$ cat src/rtl/busarb_pkg.sv
package busarb_pkg;

    typedef enum logic [1:0] {
        ARB_OWN     = 2'd0,
        ARB_DEFER   = 2'd1,
        ARB_GRANTED = 2'd2
    } arb_state_e;

    typedef struct packed {
        arb_state_e st;
        logic       grant;
        logic       drv_en;
        logic       halt;
        logic       hung;
    } arb_regs_t;

endpackage

$ cat src/rtl/busarb_sync.sv
module busarb_sync #(
    parameter int STAGES = 2
) (
    input  logic clk,
    input  logic async_n,
    output logic level
);
    localparam int LAST = STAGES - 1;

    logic [LAST:0] sh_q;
    logic [LAST:0] sh_d;

    generate
        if (STAGES == 1) begin : g_one
            always_comb sh_d = ~async_n;
        end else begin : g_chain
            always_comb sh_d = {sh_q[LAST-1:0], ~async_n};
        end
    endgenerate

    // No reset: the request path must work while reset is held.
    always_ff @(posedge clk) begin
        sh_q <= sh_d;
    end

    assign level = sh_q[LAST];
endmodule

$ cat src/rtl/busarb_ctrl.sv
module busarb_ctrl
    import busarb_pkg::*;
(
    input  logic clk,
    input  logic rst_n,
    input  logic req_s,
    input  logic go_en,
    input  logic acc_pend,
    input  logic acc_busy,
    input  logic acc_done,
    output logic grant,
    output logic drv_en,
    output logic halt,
    output logic hung
);
    arb_regs_t r_d;
    arb_regs_t r_q;
    logic      handover_ok;

    always_comb begin
        r_d         = r_q;
        handover_ok = acc_busy ? acc_done : 1'b1;
        case (r_q.st)
            ARB_OWN: begin
                if (req_s) r_d.st = handover_ok ? ARB_GRANTED : ARB_DEFER;
            end
            ARB_DEFER: begin
                if (!req_s)          r_d.st = ARB_OWN;
                else if (handover_ok) r_d.st = ARB_GRANTED;
            end
            ARB_GRANTED: begin
                if (!req_s) r_d.st = ARB_OWN;
            end
            default: r_d.st = ARB_OWN;
        endcase
        if (!rst_n) begin
            r_d.st = req_s ? ARB_GRANTED : ARB_OWN;
        end
        r_d.grant  = (r_d.st == ARB_GRANTED);
        r_d.drv_en = !r_d.grant;
        r_d.halt   = rst_n && r_d.grant && (!go_en || acc_pend);
        r_d.hung   = rst_n && r_d.grant && acc_pend;
    end

    always_ff @(posedge clk) begin
        r_q <= r_d;
    end

    assign grant  = r_q.grant;
    assign drv_en = r_q.drv_en;
    assign halt   = r_q.halt;
    assign hung   = r_q.hung;

    AST_GRANT_NEEDS_REQ: assert property (@(posedge clk) disable iff (!rst_n)
        $rose(grant) |-> $past(req_s));
    AST_DEFER_BUSY: assert property (@(posedge clk) disable iff (!rst_n)
        (!grant && req_s && acc_busy && !acc_done) |=> !grant);
    AST_HALT_ON_GRANT: assert property (@(posedge clk) disable iff (!rst_n)
        ($rose(grant) && $past(rst_n) && !$past(go_en)) |-> halt);
    AST_GO_RUNS: assert property (@(posedge clk) disable iff (!rst_n)
        (grant && $past(rst_n) && $past(go_en) && !$past(acc_pend)) |-> !halt);
    AST_RELEASE_ALL: assert property (@(posedge clk) disable iff (!rst_n)
        (grant && !req_s) |=> (!grant && !hung && !halt));
    AST_HUNG_GRANTED: assert property (@(posedge clk) disable iff (!rst_n)
        hung |-> grant);
    AST_HOLD_GRANT: assert property (@(posedge clk) disable iff (!rst_n)
        (grant && req_s) |=> grant);
endmodule

$ cat src/rtl/bus_grant_arb.sv
module bus_grant_arb #(
    parameter int SYNC_STAGES = 2
) (
    input  logic clk,
    input  logic rst_n,
    input  logic bus_req_n,
    input  logic go_mode_en,
    input  logic core_acc_pend,
    input  logic core_acc_busy,
    input  logic core_acc_done,
    output logic bus_grant_n,
    output logic bus_hung_n,
    output logic bus_drv_en,
    output logic core_halt
);
    logic req_s;
    logic grant;
    logic hung;

    busarb_sync #(.STAGES(SYNC_STAGES)) u_sync (
        .clk     (clk),
        .async_n (bus_req_n),
        .level   (req_s)
    );

    busarb_ctrl u_ctrl (
        .clk      (clk),
        .rst_n    (rst_n),
        .req_s    (req_s),
        .go_en    (go_mode_en),
        .acc_pend (core_acc_pend),
        .acc_busy (core_acc_busy),
        .acc_done (core_acc_done),
        .grant    (grant),
        .drv_en   (bus_drv_en),
        .halt     (core_halt),
        .hung     (hung)
    );

    assign bus_grant_n = ~grant;
    assign bus_hung_n  = ~hung;

    AST_DRV_OFF_IN_GRANT: assert property (@(posedge clk) disable iff (!rst_n)
        bus_drv_en == bus_grant_n);
endmodule

$ cat config.mk
export PLATFORM = sky130hd
export DESIGN_NAME = bus_grant_arb
export DESIGN_NICKNAME = d
export VERILOG_FILES = /design/src/rtl/busarb_pkg.sv /design/src/rtl/busarb_sync.sv /design/src/rtl/busarb_ctrl.sv /design/src/rtl/bus_grant_arb.sv
export SDC_FILE = /design/constraint.sdc
export NUM_CORES = 1
export LEC_CHECK = 0
export BUFFER_PORTS_ARGS = -buffer_cell sky130_fd_sc_hd__buf_2
export CORE_AREA = 2 2 39 41
export CTS_CLUSTER_SIZE = 20
export DETAILED_ROUTE_END_ITERATION = 8
export DIE_AREA = 0 0 41 43
export PLACE_DENSITY = 0.44
export SLEW_MARGIN = 0
export SYNTH_ARGS = -nofsm -noshare
export SYNTH_HDL_FRONTEND = slang
export SYNTH_HIERARCHICAL = 1
export SYNTH_SLANG_ARGS = --single-unit
$ cat constraint.sdc
create_clock -name clk -period 1.9 [get_ports clk]
set_clock_uncertainty 0.15 [all_clocks]
set_input_delay 0.19 -clock clk [delete_from_list [all_inputs] [get_ports clk]]
set_output_delay 0.19 -clock clk [all_outputs]
set_load 0.03 [all_outputs]
==> summary.txt, run 1 <==
STA
  • Worst rel slew slack: 0.766
  • Least-Margin Pin Slew: 0.350 ns
  • Fin crit share: 0.622
  • Final setup viols: 0
  • Setup TNS: 0 ns
  • Upper clock frequency limit: 0.846 GHz
  • Final Critical Period: 1.18 ns
  • Final Hold Viols: 0
  • Worst setup margin: 0.717 ns
  • Worst hold margin: 0.0671 ns
  • RSZ-0062 raised after global routing: false
  • Slew Viols, Final: 0

Pwr
  • Internal Pwr Total: 269 µW
  • Part of the power in combinational logic: 0.122
  • Sequential Power Share: 0.529
  • NetSw: 76.3 µW
  • Sw Share: 0.221
  • Static leakage: 0.000170 µW
  • Power Density: 917 nW/µm²
  • Max VDD drop: 0.000335 V
  • Clock network power share: 0.350

Drt
  • Residual DRC: 0
  • Avg Vias per Cell: 3.87
  • WL met3: 60 µm
  • Met2 WL: 187 µm
  • Pre-antenna DRT Iters: 3
  • Vias: 213
  • Routed wire length: 392 µm
  • DRT antenna net count: 0
  • Top routing layer used: met3
  • Initial DRC count: 2
  • Routed len/inst: 7.13 µm
  • Met1 Wirelength: 144 µm

Global routing
  • Vias in the first global route: 168
  • Tot GR Track Use: 0.0524
  • Pin count of the biggest net entering global routing: 6
  • Remaining Overflow, GRT: 0
  • First-pass GRT wire length: 538 µm
  • Antenna violations before repair: 0

Clocking
  • Clock H-tree levels: 1
  • Total CTS buffers: 3
  • Clock buffer depth: 2
  • Post-CTS sizing: 0
  • Later-pin clock latency in the skew report: 0.24 ns
  • CTS root buf: clkbuf_4
  • Clock-pin slew on the worst setup and hold paths: 0.05 ns
  • Sink Count: 8
  • CTS tree: yes

Yosys
  • Most used DFF post-synth: dfxtp_1
  • Area leader, netlist: dfxtp_1
  • Sequential element share of the synthesized area: 0.607
  • EDFF count, synth: 0
  • Largest family of logic cells by synthesized area: simple AND/OR/NAND/NOR gates
  • XOR/XNOR share of the synthesized area: 0
  • Yosys warnings: 6
  • Ys async rst share: 0
  • Mapped Nets: 31
  • Gate Count Post-Synth: 24
  • Compound-Gate Fraction of Synth Area: 0.147
  • Yosys top cell area share: 0.607
  • Adder and majority gate portion of the synthesized area: 0
  • Synth cell types: 12
  • Mux cell area share after synthesis: 0
  • Synth Area in Simple Gates: 0.190
  • Count leader, synth: dfxtp_1
  • Synth top cells by count: 8 x dfxtp_1, 4 x inv_1, 2 x a31o_1, 2 x nand2_1
  • Synthesized cell area: 264 µm²
  • Ranking of synthesized cells by area: dfxtp_1 61%, a31o_1 6.6%, a2111oi_2 5.7%
  • Flops & latches, synth: 8
  • Syn_area_per_cell: 11.0 µm²

Place
  • Gpl congestion: 0.735
  • PortBufs: 10
  • DP Area: 334 µm²
  • Dpl ws: 0.719 ns
  • Placed insts: 50

Hold path
  • Min-Delay Path Depth: 3
  • Worst Hold Class: primary input to flip-flop
  • Min-delay src: core_acc_pend
  • WHS Endpoint: u_ctrl/hung

Critical path
  • Worst flop-to-flop path endpoint: u_ctrl/r_q[5]
  • Critical-path maximum fanout: 1
  • R2r setup slk: 0.72 ns
  • Crit path DAT: 1.18 ns
  • Crit end category: flip-flop
  • Reg2reg start: u_ctrl/r_q[5]
  • Critical Path Start Type: primary input
  • R2R depth: 2
  • Worst setup path category: primary input to flip-flop
  • Worst Path Required: 1.89 ns

Floorplan
  • Initial core utilization: 0.191
  • I/O pin total: 11
  • Die area: 1760 µm²
  • Row Count: 14
  • Core Area: 1380 µm²
  • Die span in x: 41 µm
  • Die Height: 43 µm

Finish
  • Fraction of layout cells with a size suffix above 1: 0.410
  • Fin area: 377 µm²
  • NumNets Final: 48
  • Fillers: 154
  • Layout Cells excl Fill: 55
  • Area growth from synthesis to layout: 42.7%
  • # diodes: 0

Flow run
  • Max-cap violations: 0

Run status
  • Status: complete, no violations
## cell type report
| type | count | area [µm²] | area share |
|---|---|---|---|
| clock buffers | 3 | 22.5 | 0.0598 |
| inverters | 4 | 15.0 | 0.0399 |
| multi-input cells | 12 | 88.8 | 0.236 |
| flip-flops and latches | 8 | 160 | 0.425 |
| well taps | 16 | 20.0 | 0.0532 |
| repair buffers | 12 | 70.1 | 0.186 |
## layout by cell type, fill, tap and decap left out
master and n:
a31oi_1 1, nor4_1 1, or3b_4 1, inv_1 4
nand2_1 2, buf_2 10, dlygate4sd3_1 2, a2111oi_2 1
and2_2 1, nor2_1 1, nor2b_1 1, a31o_1 2
clkbuf_4 3, dfxtp_1 8, nor3b_1 1
## power by group through the flow
stage | clock network, µW | logic (µW) | registers (µW)
floorplan | 0 | 19.2 | 192
global placement | 0 | 39.2 | 186
detailed placement | 0 | 39.3 | 186
CTS | 128 | 42.6 | 182
global route | 143 | 44.9 | 183
finish | 121 | 42.0 | 183
## how the worst max path moves through the flow
| stage | end | cells after the start | start | slack, ns |
|---|---|---|---|---|
| final | u_ctrl/halt | 3 | go_mode_en | 0.72 |
| after global routing | u_ctrl/grant | 2 | u_ctrl/r_q[5] | 0.69 |
| after CTS | u_ctrl/r_q[5] | 2 | u_ctrl/r_q[5] | 0.71 |
| after detailed placement | u_ctrl/r_q[5] | 2 | u_ctrl/r_q[5] | 0.72 |
| after global placement | u_ctrl/grant | 3 | core_acc_done | 0.72 |
| after floorplan | u_ctrl/grant | 2 | u_ctrl/r_q[5] | 0.75 |
## what timing repair did
item	CTS	global route
hold buffers	2	0
buffers inserted	0	0
hold endpoints to repair	2	0
## cells by family after synthesis
family / Yosys count
flip-flops: 8
buffers and inverters: 4
AO/OA/AOI/OAI: 4
AND/OR/NAND/NOR: 8
## layer usage
metal	up-vias	global-route usage
met4	0	0.0200
met5	-	0
li1	112	-
met3	0	0.0785
met2	10	0.0688
met1	91	0.0391
## registers in the layout, summed over array words and instances, names as in the netlist
name / flops
u_ctrl/r_q: 2
u_sync/sh_q: 2
u_ctrl/drv_en: 1
u_ctrl/grant: 1
u_ctrl/halt: 1
u_ctrl/hung: 1
## critical path, stage by stage
cell and delay, ns:
dlygate4sd3_1 0.53, buf_2 0.12, a2111oi_2 0.33
## through the flow
| step | power, µW | util |
|---|---|---|
| 2_1_floorplan | 211 | - |
| 3_3_place_gp | 225 | 0.241 |
| 3_5_place_dp | 225 | 0.241 |
| 4_1_cts | 353 | 0.272 |
| 5_1_grt | 371 | 0.272 |
| 6_report | 345 | 0.272 |
No activity file was read; power rests on OpenSTA's default activity.
==> inputs of run 2 (changes only) <==
--- a/config.mk
+++ b/config.mk
@@ -5,6 +5,7 @@
 export SDC_FILE = /design/constraint.sdc
 export NUM_CORES = 1
 export LEC_CHECK = 0
+export ABC_AREA = 1
 export BUFFER_PORTS_ARGS = -buffer_cell sky130_fd_sc_hd__buf_2
 export CORE_AREA = 2 2 39 41
 export CTS_CLUSTER_SIZE = 20
==> constraint.sdc (replaced) <==
create_clock -name clk -period 1.1 [get_ports clk]
set_clock_uncertainty 0.15 [all_clocks]
set_input_delay 0.11 -clock clk [delete_from_list [all_inputs] [get_ports clk]]
set_output_delay 0.11 -clock clk [all_outputs]
set_load 0.03 [all_outputs]
==> run 2 against run 1 <==
Net effect:
- clock power increased by 78%
- synthesized area rose by 2.8%
- register-to-register slack worse by 0.54 ns
- routed wire length decreased by 3.8%
- global-route usage increased by 0.60 points
- synthesized cell count rose by 21%
- utilization grew 2.0 points
- combinational power increased by 75%
- critical path type unchanged
==> summary.txt, run 2 <==
Run status
  • Status: complete, no violations

Yosys
  • Mapped Nets: 36 (+16%)
  • Yosys warnings: 6 (unchanged)
  • Synthesized cell area: 272 µm² (+2.8%)
  • Synth top cells by count: 8 x dfxtp_1, 8 x inv_1, 4 x nand2_1
  • Sequential element share of the synthesized area: 0.590 (-0.0168)
  • Flops & latches, synth: 8 (unchanged)
  • Gate Count Post-Synth: 29 (+21%)
  • Syn_area_per_cell: 9.36 µm² (-15%)
  • Area leader, netlist: dfxtp_1
  • Ys async rst share: 0 (unchanged)
  • Synth cell types: 9 (-3)
  • Ranking of synthesized cells by area: dfxtp_1 59%, inv_1 11%, nand3b_4 7.4%
  • EDFF count, synth: 0 (unchanged)
  • Most used DFF post-synth: dfxtp_1
  • Yosys top cell area share: 0.590 (-0.0168)

Critical path
  • Critical Path Start Type: primary input
  • Crit path DAT: 1.04 ns (-0.14 ns)
  • Crit path from: rst_n
  • Worst-path cell chain: dlygate4sd3_1 > buf_2 > nand2_1 > nand3b_4 > nor2_2
  • Worst setup path category: primary input to flip-flop
  • Reg2reg start: u_ctrl/r_q[5]
  • Slowest stage delay, CP: 0.53 ns (about the same)
  • Worst Path Required: 1.09 ns (-0.80 ns)
  • Crit end category: flip-flop
  • CP max-delay cell: dlygate4sd3_1
  • Critical-path maximum fanout: 4 (+3)

Finish
  • Fillers: 151 (-1.9%)
  • Fin area: 404 µm² (+7.3%)
  • NumNets Final: 55 (+15%)
  • Layout Cells excl Fill: 62 (+13%)
  • Top flop regs: u_ctrl/r_q (2), u_sync/sh_q (2)
  • Area growth from synthesis to layout: 48.8%
  • Most frequent cells in the layout: 10 x buf_2, 8 x inv_1, 8 x dfxtp_1
  • # diodes: 0 (unchanged)
  • Area of the multi-input gates: 81.3 µm² (-8.5%)
  • Fraction of layout cells with a size suffix above 1: 0.391 (-0.0190)
  • Area occupied by registers: 160 µm² (unchanged)
  • Commonest non-fill, non-tap cell in the layout: buf_2

Floorplan
  • Row Count: 14 (unchanged)
  • I/O pin total: 11 (unchanged)
  • Die area: 1760 µm² (unchanged)
  • Die Height: 43 µm (unchanged)
  • Die span in x: 41 µm (unchanged)
  • Core Area: 1380 µm² (unchanged)
  • Initial core utilization: 0.196 (+0.00542)

Clocking
  • Post-CTS sizing: 0 (unchanged)
  • Later-pin clock latency in the skew report: 0.24 ns (about the same)
  • Clock H-tree levels: 1 (unchanged)
  • Sink Count: 8 (unchanged)
  • Total CTS buffers: 3 (unchanged)
  • CTS tree: yes
  • CTS root buf: clkbuf_4
  • Clock-pin slew on the worst setup and hold paths: 0.05 ns (about the same)
  • Clock buffer depth: 2 (unchanged)

STA
  • Setup TNS: 0 ns (unchanged)
  • Upper clock frequency limit: 0.956 GHz
  • Least-Margin Pin Slew: 0.148 ns (-0.202 ns)
  • RSZ-0062 raised after global routing: false
  • Final setup viols: 0 (unchanged)
  • Fin crit share: 0.951
  • Slew Viols, Final: 0 (unchanged)
  • Final Critical Period: 1.05 ns
  • Final Hold Viols: 0 (unchanged)
  • Worst rel slew slack: 0.901 (+0.135)

Global routing
  • Tot GR Track Use: 0.0585 (+0.00605)
  • First-pass GRT wire length: 648 µm (+20%)
  • Vias in the first global route: 199 (+18%)
  • Antenna violations before repair: 0 (unchanged)
  • Pin count of the biggest net entering global routing: 5 (-1)
  • Remaining Overflow, GRT: 0 (unchanged)

Drt
  • Avg Vias per Cell: 3.52 (-9.2%)
  • Routed wire length: 377 µm (-3.8%)
  • DRT antenna net count: 0 (unchanged)
  • Routed len/inst: 6.08 µm (-15%)
  • Pre-antenna DRT Iters: 4 (+1)
  • Residual DRC: 0 (unchanged)
  • Initial DRC count: 5 (+3)
  • Vias: 218 (+2.3%)

Pwr
  • Power Density: 1480 nW/µm² (+61%)
  • Static leakage: 0.000213 µW (+26%)
  • Max VDD drop: 0.000436 V (+30%)

Place
  • PortBufs: 10 (unchanged)
  • Final HPWL DP: 294 µm
  • DP Area: 342 µm² (+2.2%)
  • Placed insts: 55 (+10%)
  • Gpl congestion: 0.623 (-15%)

Hold path
  • Min-delay src: core_acc_done
  • Worst Hold Class: primary input to flip-flop

Flow run
  • Max-cap violations: 0 (unchanged)
-- run 2: cell count changes after synthesis, sizes merged, moves of 2 or more --
cell   before  now
inv         4    8
nor2        1    4
a21oi       0    2
a31o        2    0
nand2       2    5
-- run 2: area by class of cell --
class,instances,area share
Clock buffer,3,0.0557
Inverter,8,0.0743
Multi-Input combinational cell,13,0.201
Sequential cell,8,0.396
Tap cell,16,0.0495
Timing Repair Buffer,14,0.223
-- run 2: metal layers --
layer | up-vias | wire, µm | track usage
met1 | 93 | 166 | 0.0586
met5 | - | 0 | 0
met2 | 4 | 179 | 0.0781
li1 | 119 | - | -
met4 | 0 | 5 | 0.0800
met3 | 2 | 26 | 0.0157
-- run 2: report_power, final --
group	internal [µW]	leakage, µW	switching, µW
combinational	33.5	0.000133	39.9
sequential	306	0.0000667	4.37
clock	124	0.0000138	90.9
total	463	0.000213	135
-- run 2: critical path: cells and delay by family --
kind | cells | cell delay, ns
AND/OR/NAND/NOR | 3 | 0.26
buffers and inverters | 2 | 0.67
-- run 2: timing repair --
action,CTS,global route
hold endpoints to repair,6,0
setup endpoints to repair,0,0
hold buffers,4,0
buffers inserted,0,0
-- run 2: path summary, 6_finish.rpt --
path	to	slack, ns	cells after the start
min reg2reg	u_sync/sh_q[1]	0.18	0
min	u_ctrl/r_q[4]	0.01	4
max reg2reg	u_ctrl/drv_en	0.18	5
max	u_ctrl/halt	0.05	5
-- run 2: logic make-up after synthesis --
group,count (synthesis),share of synthesized area
simple gates,11,0.263
buf+inv,8,0.111
flops,8,0.590
compound gates,2,0.0369
-- run 2: per-stage QoR --
| step | total power, µW | util | hold slack (ns) | setup WS [ns] |
|---|---|---|---|---|
| floorplan | 357 | - | 0.0165 | 0.239 |
| global placement | 379 | 0.247 | 0.109 | 0.188 |
| detailed placement | 380 | 0.247 | 0.111 | 0.187 |
| CTS | 612 | 0.292 | 0.00656 | 0.0502 |
| global route | 635 | 0.292 | 0.0232 | 0.0191 |
| finish | 598 | 0.292 | 0.00992 | 0.0543 |
==> inputs of run 3 (changes only) <==
--- a/config.mk
+++ b/config.mk
@@ -5,9 +5,9 @@
 export SDC_FILE = /design/constraint.sdc
 export NUM_CORES = 1
 export LEC_CHECK = 0
-export ABC_AREA = 1
 export BUFFER_PORTS_ARGS = -buffer_cell sky130_fd_sc_hd__buf_2
 export CORE_AREA = 2 2 39 41
+export CTS_BUF_LIST = sky130_fd_sc_hd__clkbuf_8
 export CTS_CLUSTER_SIZE = 20
 export DETAILED_ROUTE_END_ITERATION = 8
 export DIE_AREA = 0 0 41 43
==> run 3 against run 2 <==
Net effect:
- the run now ends with negative hold slack, negative setup slack left
- sequential power up 2%
- utilization is 0.99 points higher
- setup slack got worse by 0.12 ns
- clock power up 57%
- global-route usage grew 0.89 points
- register-to-register slack got worse by 0.25 ns
- die area unchanged
- cell area up 3.4%
- power grew 23%
- final cell count fell by 11%
- sequential share of layout area shrank 1.0 points
- sequential cell count is the same
- critical endpoint is now u_ctrl/r_q[5]
- largest power group is now clock
==> summary.txt, run 3 (synthesis results as in run 1) <==
Run status
  • Status: finished with violations
  • Failing checks: negative hold slack, negative setup slack

Floorplan
  • Die Height: 43 µm (unchanged)
  • Core Area: 1380 µm² (unchanged)
  • Die span in x: 41 µm (unchanged)
  • I/O pin total: 11 (unchanged)
  • Die area: 1760 µm² (unchanged)
  • Row Count: 14 (unchanged)
  • Initial core utilization: 0.191 (-0.00542)

Place
  • PortBufs: 10 (unchanged)
  • DP Area: 342 µm² (unchanged)
  • Dpl ws: -0.0617 ns (-0.249 ns)
  • Gpl congestion: 0.763 (+23%)
  • Final HPWL DP: 398 µm (+36%)

Drt
  • Routed len/inst: 9.29 µm (+53%)
  • Pre-antenna DRT Iters: 2 (-2)
  • Vias: 220 (+0.92%)
  • Residual DRC: 0 (unchanged)
  • Routed wire length: 511 µm (+36%)
  • Avg Vias per Cell: 4.00 (+14%)
  • Initial DRC count: 6 (+1)
  • DRT antenna net count: 0 (unchanged)

Global routing
  • Vias in the first global route: 199 (unchanged)
  • Tot GR Track Use: 0.0673 (+0.00887)
  • Remaining Overflow, GRT: 0 (unchanged)
  • Pin count of the biggest net entering global routing: 6 (+1)
  • Antenna violations before repair: 0 (unchanged)
  • First-pass GRT wire length: 731 µm (+13%)

Critical path
  • CP max-delay cell: or3b_4
  • Crit path DAT: 1.13 ns (+0.09 ns)
  • Worst setup path category: flip-flop to flip-flop
  • Worst Path Required: 1.06 ns (-0.03 ns)
  • Slowest stage delay, CP: 0.39 ns (-0.14 ns)
  • Critical Path Start Type: flip-flop
  • Crit end category: flip-flop
  • Worst-path cell chain: or3b_4 > a31o_1
  • Critical-path maximum fanout: 4 (unchanged)

Finish
  • Fraction of layout cells with a size suffix above 1: 0.513 (+0.122)
  • Most frequent cells in the layout: 10 x buf_2, 7 x dfxtp_1, 4 x inv_1
  • Area growth from synthesis to layout: 58.3%
  • Top flop regs: u_ctrl/r_q (2), u_sync/sh_q (2)
  • Fin area: 418 µm² (+3.4%)
  • # diodes: 0 (unchanged)
  • Area occupied by registers: 161 µm² (+0.78%)
  • Fin util: 0.302 (+0.00995)
  • NumNets Final: 48 (-13%)
  • Fillers: 153 (+1.3%)
  • Commonest non-fill, non-tap cell in the layout: buf_2
  • Area of the multi-input gates: 113 µm² (+38%)

STA
  • Setup TNS: -0.106 ns (-0.106 ns)
  • Slew Viols, Final: 0 (unchanged)
  • Worst setup margin: -0.0655 ns (-0.120 ns)
  • RSZ-0062 raised after global routing: true
  • Final setup viols: 2 (+2)
  • Upper clock frequency limit: 0.858 GHz (-10%)
  • Worst rel slew slack: 0.792 (-0.109)
  • Least-Margin Pin Slew: 0.311 ns (+0.163 ns)
  • Final Critical Period: 1.17 ns (+0.120 ns)
  • Final Hold Viols: 1 (+1)
  • Worst hold margin: -0.0469 ns (-0.0568 ns)
  • Fin crit share: 1.06 (+0.109)

Clocking
  • CTS tree: yes
  • Clock H-tree levels: 1 (unchanged)
  • Clock-pin slew on the worst setup and hold paths: 0.04 ns (about the same)
  • Setup Fix Bufs, Post-CTS: 0 (unchanged)
  • Total CTS buffers: 3 (unchanged)
  • Clock buffer depth: 2 (unchanged)
  • Later-pin clock latency in the skew report: 0.22 ns (-0.02 ns)
  • CTS root buf: clkbuf_8
  • Post-CTS Hold Buffers: 1 (-3)
  • Sink Count: 8 (unchanged)

Pwr
  • Max VDD drop: 0.000659 V (+51%)
  • Power Density: 1770 nW/µm² (+19%)
  • Static leakage: 0.000181 µW (-15%)

Hold path
  • Worst Hold Class: primary input to flip-flop

Flow run
  • Max-cap violations: 0 (unchanged)
==> run 3: cell count changes in the layout (fill, tap and decap cells not counted), sizes merged, moves of 2 or more <==
cell	previous run	this run
nand2	5	2
a31o	0	2
inv	8	4
nor2	4	1
a21oi	2	0
dlygate4sd3	4	1
==> run 3: timing repair <==
action | CTS | global route
pin swaps | 0 | 1
setup endpoints to repair | 4 | 5
gates resized for setup | 1 | 3
hold endpoints to repair | 2 | 1
==> run 3: final cells by class <==
type | instances | area share
repair buffers | 12 | 0.162
clock buffers | 3 | 0.0988
multi-input cells | 12 | 0.269
flip-flops and latches | 8 | 0.386
inverters | 4 | 0.0359
well taps | 16 | 0.0479
==> run 3: layer usage <==
metal  GRT usage  part of all wire
met5           0                 0
met1      0.0581              0.39
met3      0.0785             0.098
met2      0.0969              0.51
met4      0.0200                 0
==> run 3: metrics by stage <==
step	power, µW	hold WS [ns]	std cells
floorplan	364	0.0165	24
global route	782	-0.0519	55
global placement	393	0.112	51
finish	738	-0.0469	55
CTS	743	-0.0752	55
detailed placement	395	0.113	51
==> run 3: final timing paths <==
path / start / end / slack, ns / cells after the start
worst min register to register: u_sync/sh_q[0] / u_sync/sh_q[1] / 0.17 / 0
worst max register to register: u_ctrl/r_q[5] / u_ctrl/r_q[5] / -0.07 / 2
worst min-delay path: go_mode_en / u_ctrl/halt / -0.05 / 2
worst max-delay path: u_ctrl/r_q[5] / u_ctrl/r_q[5] / -0.07 / 2
==> run 3: critical path: cells and delay by family, from the launching register on <==
kind | cells | cell delay [ns]
simple gates | 1 | 0.39
flops | 1 | 0.31
compound gates | 1 | 0.21
==> run 3: power breakdown <==
| part | switching [µW] | total [µW] | internal (µW) | leakage, µW |
|---|---|---|---|---|
| logic | 47.1 | 84.9 | 37.7 | 0.0000931 |
| registers | 6.33 | 316 | 310 | 0.0000667 |
| clock network | 101 | 337 | 236 | 0.0000216 |
| total | 155 | 738 | 583 | 0.000181 |
